File: config.mk
export PLATFORM = sky130hd
export DESIGN_NAME = bbx_xlate_top
export DESIGN_NICKNAME = d
export VERILOG_FILES = /design/src/rtl/bbx_pkg.sv /design/src/rtl/bbx_cfg_regs.sv /design/src/rtl/bbx_seg_map.sv /design/src/rtl/bbx_attr_lookup.sv /design/src/rtl/bbx_xlate_top.sv
export SDC_FILE = /design/constraint.sdc
export NUM_CORES = 1
export LEC_CHECK = 0
export BUFFER_PORTS_ARGS = -buffer_cell sky130_fd_sc_hd__buf_2
export CORE_ASPECT_RATIO = 1.4
export CORE_MARGIN = 8
export CORE_UTILIZATION = 40
export DETAILED_ROUTE_END_ITERATION = 6
export GPL_ROUTABILITY_DRIVEN = 0
export PLACE_DENSITY = 0.59
export SLEW_MARGIN = 10
export SYNTH_ARGS = -nofsm -noshare
export SYNTH_HDL_FRONTEND = slang
export SYNTH_SLANG_ARGS = --single-unit
File: constraint.sdc
create_clock -name clk -period 6 [get_ports clk]
set_input_delay 0.9 -clock clk [delete_from_list [all_inputs] [get_ports clk]]
set_output_delay 0.9 -clock clk [all_outputs]
set_load 0.01 [all_outputs]
File: src/rtl/bbx_pkg.sv
package bbx_pkg;
    typedef enum logic [1:0] {
        ACC_FETCH = 2'd0,
        ACC_LOAD  = 2'd1,
        ACC_STORE = 2'd2,
        ACC_DATA  = 2'd3
    } acc_kind_e;

    typedef enum logic {
        ST_IDLE = 1'b0,
        ST_RESP = 1'b1
    } rsp_state_e;

    localparam logic [2:0] SEG_KCACHED   = 3'b100;
    localparam logic [2:0] SEG_KUNCACHED = 3'b101;

    localparam int SEL_IBASE  = 0;
    localparam int SEL_IBOUND = 1;
    localparam int SEL_DBASE  = 2;
    localparam int SEL_DBOUND = 3;
    localparam int SEL_RATTR  = 4;
endpackage

File: src/rtl/bbx_cfg_regs.sv
module bbx_cfg_regs
    import bbx_pkg::*;
#(
    parameter int AW     = 32,
    parameter int SEL_W  = 5,
    parameter int ATTR_W = 4,
    parameter int NREG   = 8
) (
    input  logic                   clk,
    input  logic                   rst_n,
    input  logic                   cfg_we,
    input  logic [SEL_W-1:0]       cfg_sel,
    input  logic [AW-1:0]          cfg_wdata,
    output logic [AW-1:0]          ibase,
    output logic [AW-1:0]          ibound,
    output logic [AW-1:0]          dbase,
    output logic [AW-1:0]          dbound,
    output logic [NREG*ATTR_W-1:0] region_attr
);
    localparam int RA_W = NREG * ATTR_W;

    logic hit_ibase, hit_ibound, hit_dbase, hit_dbound, hit_rattr;

    always_comb begin
        hit_ibase  = cfg_we && (cfg_sel == SEL_W'(SEL_IBASE));
        hit_ibound = cfg_we && (cfg_sel == SEL_W'(SEL_IBOUND));
        hit_dbase  = cfg_we && (cfg_sel == SEL_W'(SEL_DBASE));
        hit_dbound = cfg_we && (cfg_sel == SEL_W'(SEL_DBOUND));
        hit_rattr  = cfg_we && (cfg_sel == SEL_W'(SEL_RATTR));
    end

    always_ff @(posedge clk) begin
        if (!rst_n) begin
            ibase       <= '0;
            ibound      <= '0;
            dbase       <= '0;
            dbound      <= '0;
            region_attr <= '0;
        end else begin
            if (hit_ibase)  ibase       <= cfg_wdata;
            if (hit_ibound) ibound      <= cfg_wdata;
            if (hit_dbase)  dbase       <= cfg_wdata;
            if (hit_dbound) dbound      <= cfg_wdata;
            if (hit_rattr)  region_attr <= cfg_wdata[RA_W-1:0];
        end
    end

    // a write to the instruction bound lands in the next cycle
    assert_ibound_write_R10: assert property (@(posedge clk) disable iff (!rst_n)
        (cfg_we && cfg_sel == SEL_W'(SEL_IBOUND)) |=> (ibound == $past(cfg_wdata)));

    // an unused select leaves every register untouched
    assert_unused_sel_R10: assert property (@(posedge clk) disable iff (!rst_n)
        (cfg_we && cfg_sel > SEL_W'(SEL_RATTR)) |=>
            ($stable(ibase) && $stable(ibound) && $stable(dbase) &&
             $stable(dbound) && $stable(region_attr)));
endmodule

File: src/rtl/bbx_seg_map.sv
module bbx_seg_map
    import bbx_pkg::*;
#(
    parameter int AW = 32
) (
    input  logic [AW-1:0] vaddr,
    input  logic          is_fetch,
    input  logic          user,
    input  logic [AW-1:0] ibase,
    input  logic [AW-1:0] ibound,
    input  logic [AW-1:0] dbase,
    input  logic [AW-1:0] dbound,
    output logic [AW-1:0] paddr,
    output logic          fault,
    output logic          force_uc
);
    logic [2:0]    top3;
    logic [AW-1:0] sel_base, sel_bound;

    always_comb begin
        top3      = vaddr[AW-1 -: 3];
        sel_base  = is_fetch ? ibase  : dbase;
        sel_bound = is_fetch ? ibound : dbound;
        paddr     = '0;
        fault     = 1'b0;
        force_uc  = 1'b0;
        if (!vaddr[AW-1]) begin
            if (vaddr < sel_bound) paddr = vaddr + sel_base;
            else                   fault = 1'b1;
        end else if (user) begin
            fault = 1'b1;
        end else if (top3 == SEG_KCACHED || top3 == SEG_KUNCACHED) begin
            paddr    = {3'b000, vaddr[AW-4:0]};
            force_uc = (top3 == SEG_KUNCACHED);
        end else begin
            paddr = vaddr;
        end
    end
endmodule

File: src/rtl/bbx_attr_lookup.sv
module bbx_attr_lookup #(
    parameter int ATTR_W = 4,
    parameter int NREG   = 8,
    localparam int RB    = $clog2(NREG)
) (
    input  logic [NREG*ATTR_W-1:0] region_attr,
    input  logic [RB-1:0]          region,
    input  logic                   force_uc,
    output logic [ATTR_W-1:0]      attr
);
    logic [ATTR_W-1:0] fields [NREG];

    for (genvar g = 0; g < NREG; g++) begin : g_field
        assign fields[g] = region_attr[g*ATTR_W +: ATTR_W];
    end

    assign attr = force_uc ? '0 : fields[region];
endmodule

File: src/rtl/bbx_xlate_top.sv
module bbx_xlate_top
    import bbx_pkg::*;
#(
    parameter int AW     = 32,
    parameter int SEL_W  = 5,
    parameter int ATTR_W = 4,
    parameter int NREG   = 8,
    localparam int RB    = $clog2(NREG)
) (
    input  logic              clk,
    input  logic              rst_n,
    input  logic              req_valid,
    input  logic [AW-1:0]     req_vaddr,
    input  logic [1:0]        req_kind,
    input  logic              req_user,
    input  logic              cfg_we,
    input  logic [SEL_W-1:0]  cfg_sel,
    input  logic [AW-1:0]     cfg_wdata,
    output logic              rsp_valid,
    output logic [AW-1:0]     rsp_paddr,
    output logic [ATTR_W-1:0] rsp_cattr,
    output logic              rsp_fault,
    output logic [AW-1:0]     bad_vaddr
);
    logic [AW-1:0]          ibase, ibound, dbase, dbound;
    logic [NREG*ATTR_W-1:0] region_attr;
    logic [AW-1:0]          map_paddr;
    logic                   map_fault, map_force_uc;
    logic [ATTR_W-1:0]      map_attr;
    rsp_state_e             state_q, state_d;

    bbx_cfg_regs #(.AW(AW), .SEL_W(SEL_W), .ATTR_W(ATTR_W), .NREG(NREG)) u_regs (
        .clk(clk), .rst_n(rst_n), .cfg_we(cfg_we), .cfg_sel(cfg_sel),
        .cfg_wdata(cfg_wdata), .ibase(ibase), .ibound(ibound), .dbase(dbase),
        .dbound(dbound), .region_attr(region_attr)
    );

    bbx_seg_map #(.AW(AW)) u_map (
        .vaddr(req_vaddr), .is_fetch(req_kind == ACC_FETCH), .user(req_user),
        .ibase(ibase), .ibound(ibound), .dbase(dbase), .dbound(dbound),
        .paddr(map_paddr), .fault(map_fault), .force_uc(map_force_uc)
    );

    bbx_attr_lookup #(.ATTR_W(ATTR_W), .NREG(NREG)) u_attr (
        .region_attr(region_attr), .region(req_vaddr[AW-1 -: RB]),
        .force_uc(map_force_uc), .attr(map_attr)
    );

    // next-state logic
    always_comb begin
        state_d = state_q;
        unique case (state_q)
            ST_IDLE: if (req_valid)  state_d = ST_RESP;   // GO
            ST_RESP: if (!req_valid) state_d = ST_IDLE;   // DONE, else NEXT
            default: state_d = ST_IDLE;
        endcase
    end

    // state register
    always_ff @(posedge clk) begin
        if (!rst_n) state_q <= ST_IDLE;
        else        state_q <= state_d;
    end

    assign rsp_valid = (state_q == ST_RESP);

    // result registers
    always_ff @(posedge clk) begin
        if (!rst_n) begin
            rsp_paddr <= '0;
            rsp_cattr <= '0;
            rsp_fault <= 1'b0;
            bad_vaddr <= '0;
        end else if (req_valid) begin
            rsp_fault <= map_fault;
            rsp_paddr <= map_fault ? '0 : map_paddr;
            rsp_cattr <= map_fault ? '0 : map_attr;
            if (map_fault) bad_vaddr <= req_vaddr;
        end
    end

    assert_resp_follows_req_R2: assert property (@(posedge clk) disable iff (!rst_n)
        req_valid |=> rsp_valid);

    assert_no_resp_without_req_R2: assert property (@(posedge clk) disable iff (!rst_n)
        !req_valid |=> !rsp_valid);

    assert_fault_zeroes_R5: assert property (@(posedge clk) disable iff (!rst_n)
        rsp_fault |-> (rsp_paddr == '0 && rsp_cattr == '0));

    assert_bad_hold_R6: assert property (@(posedge clk) disable iff (!rst_n)
        !req_valid |=> $stable(bad_vaddr));

    assert_user_high_R7: assert property (@(posedge clk) disable iff (!rst_n)
        (req_valid && req_user && req_vaddr[AW-1]) |=>
            (rsp_fault && bad_vaddr == $past(req_vaddr)));

    assert_kseg_cached_R8: assert property (@(posedge clk) disable iff (!rst_n)
        (req_valid && !req_user && req_vaddr[AW-1 -: 3] == SEG_KCACHED) |=>
            (!rsp_fault && rsp_paddr == {3'b000, $past(req_vaddr[AW-4:0])}));

    assert_kseg_uncached_R9: assert property (@(posedge clk) disable iff (!rst_n)
        (req_valid && !req_user && req_vaddr[AW-1 -: 3] == SEG_KUNCACHED) |=>
            (!rsp_fault && rsp_cattr == '0));
endmodule

After elaboration in Yosys (flattened, before gate mapping)
Cells that the tools add are included.
{ "totals": {"ff_bits": 230, "input_bits": 76, "out_inout_bits": 70} }
{ "op_classes": {"eq_ne": 6, "n_reduce_logical": 9, "n_bitwise": 1, "n_mux": 19, "n_lt_le_gt_ge": 2, "n_addsub": 1} }
{ "ops": {"columns": ["cell", "count"], "rows": [
  ["32-bit 2-to-1 mux", 7],
  ["32-bit adder", 1],
  ["32-bit less-than comparator", 1],
  ["4-bit 2-to-1 mux", 4],
  ["4-bit binary-select mux with 3-bit select", 1],
  ["5-bit by 2-bit equality test with 1-bit output, second input constant", 2],
  ["1-bit 2-to-1 mux", 7],
  ["3-bit equality test, second input constant", 2],
  ["5-bit by 1-bit equality test with 1-bit output, second input constant", 1],
  ["5-bit by 3-bit equality test with 1-bit output, second input constant", 1],
  ["1-bit logical AND", 5],
  ["5-bit logical NOT", 1],
  ["4-bit >= comparator, second input constant", 1],
  ["3-bit inverter with 4-bit output", 1],
  ["2-bit logical NOT", 1],
  ["2-bit AND reduction", 1],
  ["1-bit logical OR", 1]
]} }

Depth between registers and ports, before layout
Gate-level depths: netlist of the first run.
{ "depth": {"ltp_word": 7, "ltp_mapped": 15, "mapped_depth_nobuf": 12} }

By module
Synthesis of the first run repeated with hierarchy kept, for this count alone.
{ "hier_totals": {"hier_cells": 1291, "hier_area_um2": 12266.8} }
{ "modules_own_cells": {"columns": ["module", "instances", "seq_area_each_um2", "cells_per_inst", "area_each_um2"], "rows": [
  ["bbx_cfg_regs", 1, 3203.1, 559, 5875.6],
  ["bbx_seg_map", 1, 0.0, 399, 3280.6],
  ["bbx_xlate_top", 1, 1401.3, 314, 2847.7],
  ["bbx_attr_lookup", 1, 0.0, 19, 262.8]
]} }

Worst setup path after synthesis of the first run
Ideal clock, no wire load.
{ "synth_path": {"path_kind": "input-to-reg", "from": "in req_kind[1]", "to": "reg rsp_paddr[26]", "path_buffers": 2, "setup_ps": 125, "path_stages": 13, "setup_slack_ps": 2068, "t_arrival_ps": 3807, "cell_sequence": "or2_1 -> buf_4 -> clkbuf_1 -> mux2_2 -> ha_1 -> a21o_1 -> a21o_1 -> a211o_1 -> a221o_1 -> o21ba_2 -> or2_2 -> xnor2_1 -> o22ai_1"} }
{ "synth_between": {"elab_chain_len": 6} }
{ "synth_rtl": {"columns": ["element", "line", "source"], "rows": [
  ["start: declaration", "bbx_xlate_top.sv:14", "input logic [1:0] req_kind,"],
  ["2-bit logical NOT (*)", "bbx_xlate_top.sv:39", ".vaddr(req_vaddr), .is_fetch(req_kind == ACC_FETCH), .user(req_user),"],
  ["32-bit 2-to-1 mux (on tied branches)", "bbx_seg_map.sv:22, bbx_seg_map.sv:23", null],
  ["32-bit adder / 32-bit less-than comparator (equally long branches)", "bbx_seg_map.sv:28", "if (vaddr < sel_bound) paddr = vaddr + sel_base;"],
  ["32-bit 2-to-1 mux / 1-bit 2-to-1 mux (equally long branches)", "bbx_seg_map.sv:28", null],
  ["32-bit 2-to-1 mux / 1-bit 2-to-1 mux (equally long branches)", "bbx_seg_map.sv:27", "if (!vaddr[AW-1]) begin"],
  ["32-bit 2-to-1 mux (*)", "bbx_xlate_top.sv:76", "rsp_paddr <= map_fault ? '0 : map_paddr;"],
  ["end signal: assignment", "bbx_xlate_top.sv:76", null],
  ["end: declaration", "bbx_xlate_top.sv:20", "output logic [AW-1:0] rsp_paddr,"]
]} }
Every way passes the cells marked *; elsewhere a longest branch is shown, timed or not.
A chain may end at the register's enable or synchronous reset.

Final worst setup path of the first run
{ "layout_path": {"from": "in req_kind[1]", "to": "reg bad_vaddr[9]"} }
{ "layout_between": {"elab_chain_len": 6} }
{ "layout_rtl": {"columns": ["element", "line", "source"], "rows": [
  ["2-bit logical NOT", "bbx_xlate_top.sv:39", null],
  ["32-bit 2-to-1 mux", "bbx_seg_map.sv:23", "sel_bound = is_fetch ? ibound : dbound;"],
  ["32-bit less-than comparator", "bbx_seg_map.sv:28", null],
  ["1-bit 2-to-1 mux", "bbx_seg_map.sv:28", null],
  ["1-bit 2-to-1 mux", "bbx_seg_map.sv:27", null],
  ["2-bit AND reduction (no source line)", null, null],
  ["end signal: assignment", "bbx_xlate_top.sv:78", "if (map_fault) bad_vaddr <= req_vaddr;"],
  ["end: declaration", "bbx_xlate_top.sv:23", "output logic [AW-1:0] bad_vaddr"]
]} }
Every way passes these cells.

==> impl_metrics.tcl, run 1 <==
set metrics [dict create \
    netlist_top_cells_count "nand2_1 (357), dfxtp_1 (230), a21oi_1 (214)" \
    status "finished, final reports clean" \
    max_slew_margin 0.1920 \
    drive_gt1_frac 0.1682 \
    first_iter_violations 616 \
    maxCapViolations 0 \
    wl_per_cell_um 19.16 \
    insertion_delay_ns 0.53 \
    path_cells "buf_2 -> or2_2 -> buf_12 -> mux2i_1 -> ha_1 -> and4_1 -> nor4bb_1 -> nand2_1 -> a31oi_1 -> a2111oi_2 -> buf_4 -> or3b_2 -> buf_4 -> mux2i_1 -> nor2_1" \
    cp-end-kind "register" \
    post_cts_buffers 0 \
    syn-instance-count 1387 \
    ys_seq_area_frac 0.4014 \
    tns_ns 0 \
    io-pin-count 146 \
    cts-root-buf "clkbuf_16" \
    hp-class "reg -> reg" \
    cp-start-kind "primary input" \
    grt_max_degree 85 \
    cp_slowest_cell "or2_2" \
    synth-edff-count 0 \
    synth-seq-cells 230 \
    die_w_um 159.1 \
    synthArstFlopShare 0 \
    rsz0062_at_grt "no" \
    cts_tree "built" \
    dpl_worst_slack_ns 1.111 \
    vias 10050 \
    finalSetupViolations 0 \
    ys_types 58 \
    max_stage_delay_ns 0.54 \
    coreArea_um2 28310 \
    ys.flop_type "dfxtp_1" \
    synth_area_per_cell_um2 8.271 \
    cts_made_buffers 24 \
    wl_um 35890 \
    gr-total-overflow 0 \
    finClkSkew_ns 0.009990 \
    initial_core_util 0.4052 \
    dieArea_um2 34430 \
    synth_top_area_share 0.4014 \
    final_util 0.4677 \
    dp.cells 1830 \
    fp.dieH_um 216.4 \
    h-tree-depth 1 \
    finalHoldViolations 0 \
    syn_area_um2 11470 \
    totalPowerFinal_w 0.003441 \
    grt_pass1_wl_um 56320 \
    dpl.hpwl_um 25390 \
    worst_slack_ns 1.601 \
    finalCritPeriodShare 0.7331 \
    grtUsageTotal 0.2035 \
    stdcell_count 1873 \
    ant_nets 0 \
    path_max_fanout 33 \
    via_per_inst 5.367 \
    finalCriticalPeriod_ns 4.399 \
    antenna_cells 0 \
    antenna_found_initial 0 \
    p_leak_nw 5.534 \
    tightest_slew_ns 1.212 \
    grt_pass1_vias 10130 \
    crit_arrival_ns 4.79 \
    clkTransAtPathRegs_ns 0.06 \
    worst_ep_required_time_ns 6.39 \
    peakVddDrop_v 0.0001757 \
    drc 0 \
    drtPass1Iterations 5 \
    yosysWarnings 0 \
    holdBufCountCts 0 \
    slew_viol_final 0 \
    cts_buffer_depth 3 \
    ctsResizeCount 0 \
    powerDensity_nw_per_um2 259.8 \
    fill_cells 2873 \
    worst-setup-path-type "in -> reg" \
    row_count 73 \
    fmax_mhz 227.4 \
    final_nets 1627 \
    yosys-top-cells-area "dfxtp_1 (40%), nand2_1 (12%), a21oi_1 (9.3%)" \
    cts.sink_count 230 \
    syn_to_final_growth_pct 15.44 \
    yosysMostFrequentCell "nand2_1" \
    portBuffers 145 \
    yosys.area.top_type "dfxtp_1" \
    synth_fp_nets 1533 \
]
[flip-flops by register name (all words and copies together), names as in the netlist]
name	cells
rsp_fault	1
rsp_cattr	4
rsp_valid	1
u_regs.dbase	32
bad_vaddr	32
rsp_paddr	32
u_regs.ibase	32
u_regs.ibound	32
u_regs.region_attr	32
u_regs.dbound	32
[layout by cell type (no fill, tap or decap), types with 3 or more instances in the layout]
cell type  Yosys  final
a211o_1        3      3
a211oi_1       3      3
a21boi_0       3      3
a21o_1        23     23
a21oi_1      214    214
a22oi_1       25     25
a311oi_1       4      4
a31oi_1       13     13
and2_1         6      5
and3_1         6      6
and4_1         3      3
buf_2          4    145
buf_4          2     12
clkbuf_1      79      4
clkbuf_16      0     25
clkbuf_8       0      7
clkinv_2       0      4
dfxtp_1      230    230
ha_1          69     69
inv_1          7      7
mux2_2        32     32
mux2i_1       69     69
mux4_2         8      8
nand2_1      357    357
nand2b_1       5      5
nand3_1       15     13
nand4_1        8      8
nor2_1        56     55
nor2b_1        7      6
nor3_1         8      8
o211ai_1       7      7
o21a_1         3      3
o21ai_0       49     49
o22ai_1        3      3
o31ai_1        6      6
or2_2          3      4
xnor2_1       17     17
xor2_1         9      9
[final cells by class]
class / instances / area, um^2 / share of cell area
flip-flops and latches: 230 / 4604 / 0.3477
multi-input cells: 1059 / 6497 / 0.4906
inverters: 8 / 35.03 / 0.002645
clock buffers: 36 / 737.0 / 0.05564
repair buffers: 158 / 835.8 / 0.06311
clock inverters: 7 / 65.06 / 0.004913
well taps: 375 / 469.2 / 0.03543
[worst paths after layout]
path                                               to                           startpoint  depth (start not counted)  slack, ns
hold / removal    u_regs.region_attr[11]$_SDFFE_PN0P_  u_regs.region_attr[11]$_SDFFE_PN0P_                          2       0.45
hold reg to reg   u_regs.region_attr[11]$_SDFFE_PN0P_  u_regs.region_attr[11]$_SDFFE_PN0P_                          2       0.45
setup / recovery            bad_vaddr[9]$_SDFFE_PN0P_                          req_kind[1]                         15       1.60
setup reg to reg            bad_vaddr[9]$_SDFFE_PN0P_       u_regs.ibound[31]$_SDFFE_PN0P_                         12       2.62
[kinds of logic after synthesis]
logic type	count (synthesis)	share of synthesized area
AND/OR/NAND/NOR	485	0.1743
multiplexers	109	0.1073
flip-flops	230	0.4014
XOR/XNOR	26	0.01985
adder cells (fa/ha/maj)	70	0.07700
buffers and inverters	98	0.03512
AO/OA/AOI/OAI	369	0.1851
[through the flow]
step | area (um^2) | hold slack (ns)
final | 13240 | 0.4513
after global routing | 13240 | 0.4702
after CTS | 13230 | 0.4519
after detailed placement | 12430 | 0.4452
after global placement | 12430 | 0.4363
after floorplan | 11470 | 0.4316
[power breakdown]
part / total, W / internal, W / switching [W]
registers: 0.00158 / 0.00156 / 0.0000166
clock network: 0.00151 / 0.000890 / 0.000622
logic: 0.000352 / 0.000127 / 0.000224
[critical path: cells and delay by family]
kind / cells / cell delay (ns)
AOI/OAI and AO/OA: 2 / 0.27
adders and majority gates: 1 / 0.30
buffers and inverters: 4 / 1.00
muxes: 2 / 0.37
and+or+nand+nor: 6 / 1.90
[routing by layer]
layer	global-route usage	vias to the layer above	share of wire
li1	-	5026	-
met1	0.2189	4754	0.39
met2	0.3928	212	0.54
met3	0.02143	60	0.030
met4	0.09048	0	0.040
met5	0	-	0
(Power assumes the default switching activity.)
==> inputs of run 2 (changes only) <==
==> constraint.sdc (replaced) <==
create_clock -name clk -period 4.4 [get_ports clk]
set_input_delay 0.66 -clock clk [delete_from_list [all_inputs] [get_ports clk]]
set_output_delay 0.66 -clock clk [all_outputs]
set_load 0.01 [all_outputs]
==> run 2 against run 1 <==
Net effect: die area did not move; critical path depth fell by 1; count of clock-buffer cells in the layout fell by 2; sequential cell count did not move; wire length fell by 0.55%; clock power rose by 33%; clock skew fell by 0.0014 ns; combinational power rose by 36%; cell area rose by 0.41%.
==> impl_metrics.tcl, run 2 (synthesis results as in run 1) <==
set metrics [dict create \
    postPlaceCellArea_um2 12520 \
    finClkSkew_ns 0.008579 \
    dpl.hpwl_um 25650 \
    drtPass1Iterations 5 \
    holdBufCountCts 0 \
    antenna_found_initial 0 \
    clkTransAtPathRegs_ns 0.06 \
    cts.sink_count 230 \
    die_w_um 159.1 \
    antenna_cells 0 \
    drc 0 \
    ctsResizeCount 0 \
    final_nets 1635 \
    finalCritPeriodShare 0.8182 \
    coreArea_um2 28310 \
    peakVddDrop_v 0.0003568 \
    worst-setup-path-type "in -> reg" \
    crit_arrival_ns 3.99 \
    cp-end-kind "register" \
    fp.dieH_um 216.4 \
    slew_viol_final 0 \
    wl_um 35690 \
    fmax_mhz 277.8 \
    grt_max_degree 91 \
    drive_gt1_frac 0.1714 \
    max_slew_margin 0.2010 \
    grt_pass1_wl_um 55520 \
    hp-class "in -> reg" \
    rsz0062_at_grt "no" \
    grtUsageTotal 0.2004 \
    finalCriticalPeriod_ns 3.600 \
    cp-start-kind "primary input" \
    status "finished, final reports clean" \
    layout_common_cells "nand2_1 (357), dfxtp_1 (230), a21oi_1 (214)" \
    final_util 0.4696 \
    finalHoldViolations 0 \
    grt_pass1_vias 10020 \
    syn_to_final_growth_pct 15.91 \
    post_cts_buffers 0 \
    vias 10090 \
    portBuffers 145 \
    powerDensity_nw_per_um2 349.1 \
    p_leak_nw 5.569 \
    path_max_fanout 44 \
    worst_slack_ns 0.8000 \
    finalSetupViolations 0 \
    maxCapViolations 0 \
    wl_per_cell_um 18.98 \
    dieArea_um2 34430 \
    h-tree-depth 1 \
    cts_made_buffers 24 \
    totalPowerFinal_w 0.004642 \
    first_iter_violations 547 \
    ant_nets 0 \
    cts_buffer_depth 3 \
    gr-total-overflow 0 \
    insertion_delay_ns 0.53 \
    initial_core_util 0.4052 \
    tns_ns 0 \
    worst_ep_required_time_ns 4.79 \
    final_common_cell "nand2_1" \
    via_per_inst 5.369 \
    dpl_worst_slack_ns 0.3031 \
    row_count 73 \
    cts_tree "built" \
    fin_area_um2 13300 \
    tightest_slew_ns 1.198 \
    io-pin-count 146 \
    cts-root-buf "clkbuf_16" \
]
[run 2: layout make-up]
type	instances	area (um^2)
inverter	8	35.03
fill	2898	15020
timing repair buffer	166	920.9
multi-input combinational	1059	6487
clock buffer	34	698.2
clock inverter	8	82.58
tap	375	469.2
sequential	230	4604
[run 2: final timing paths]
kind                                        from                                   to  slack (ns)  cells after the start
max                                  req_kind[1]           bad_vaddr[11]$_SDFFE_PN0P_        0.80                     14
min                                 cfg_wdata[2]         u_regs.ibase[2]$_SDFFE_PN0P_        0.42                      3
max reg2reg        u_regs.dbound[3]$_SDFFE_PN0P_           rsp_paddr[31]$_SDFFE_PN0P_        1.30                     11
min reg2reg  u_regs.region_attr[31]$_SDFFE_PN0P_  u_regs.region_attr[31]$_SDFFE_PN0P_        0.45                      2
[run 2: metrics by stage]
stage               instances  hold slack, ns
finish                   1880          0.4199
global route             1880          0.4171
CTS                      1880          0.4049
detailed placement       1838          0.4460
global placement         1838          0.4386
floorplan                1387          0.4316
[run 2: where the power goes]
| group | total, W | internal [W] | switching (W) |
|---|---|---|---|
| Clock | 0.00201 | 0.00116 | 0.000846 |
| Sequential | 0.00215 | 0.00213 | 0.0000226 |
| Combinational | 0.000480 | 0.000179 | 0.000301 |
| Total | 0.00464 | 0.00347 | 0.00117 |
[run 2: per-layer routing]
metal,global-route usage,part of all wire
met1,0.2126,0.39
met2,0.3893,0.54
met3,0.02409,0.033
met4,0.08607,0.040
met5,0,0
[run 2: worst max-delay path, cell delays in order]
cell	delay [ns]
buf_2	0.10
or2_2	0.35
buf_12	0.21
mux2i_1	0.20
ha_1	0.33
nand4_1	0.16
nor4bb_1	0.49
nand2_1	0.13
a31oi_1	0.25
a2111oi_2	0.07
or3b_2	0.55
buf_12	0.21
mux2i_1	0.17
nor2_1	0.05
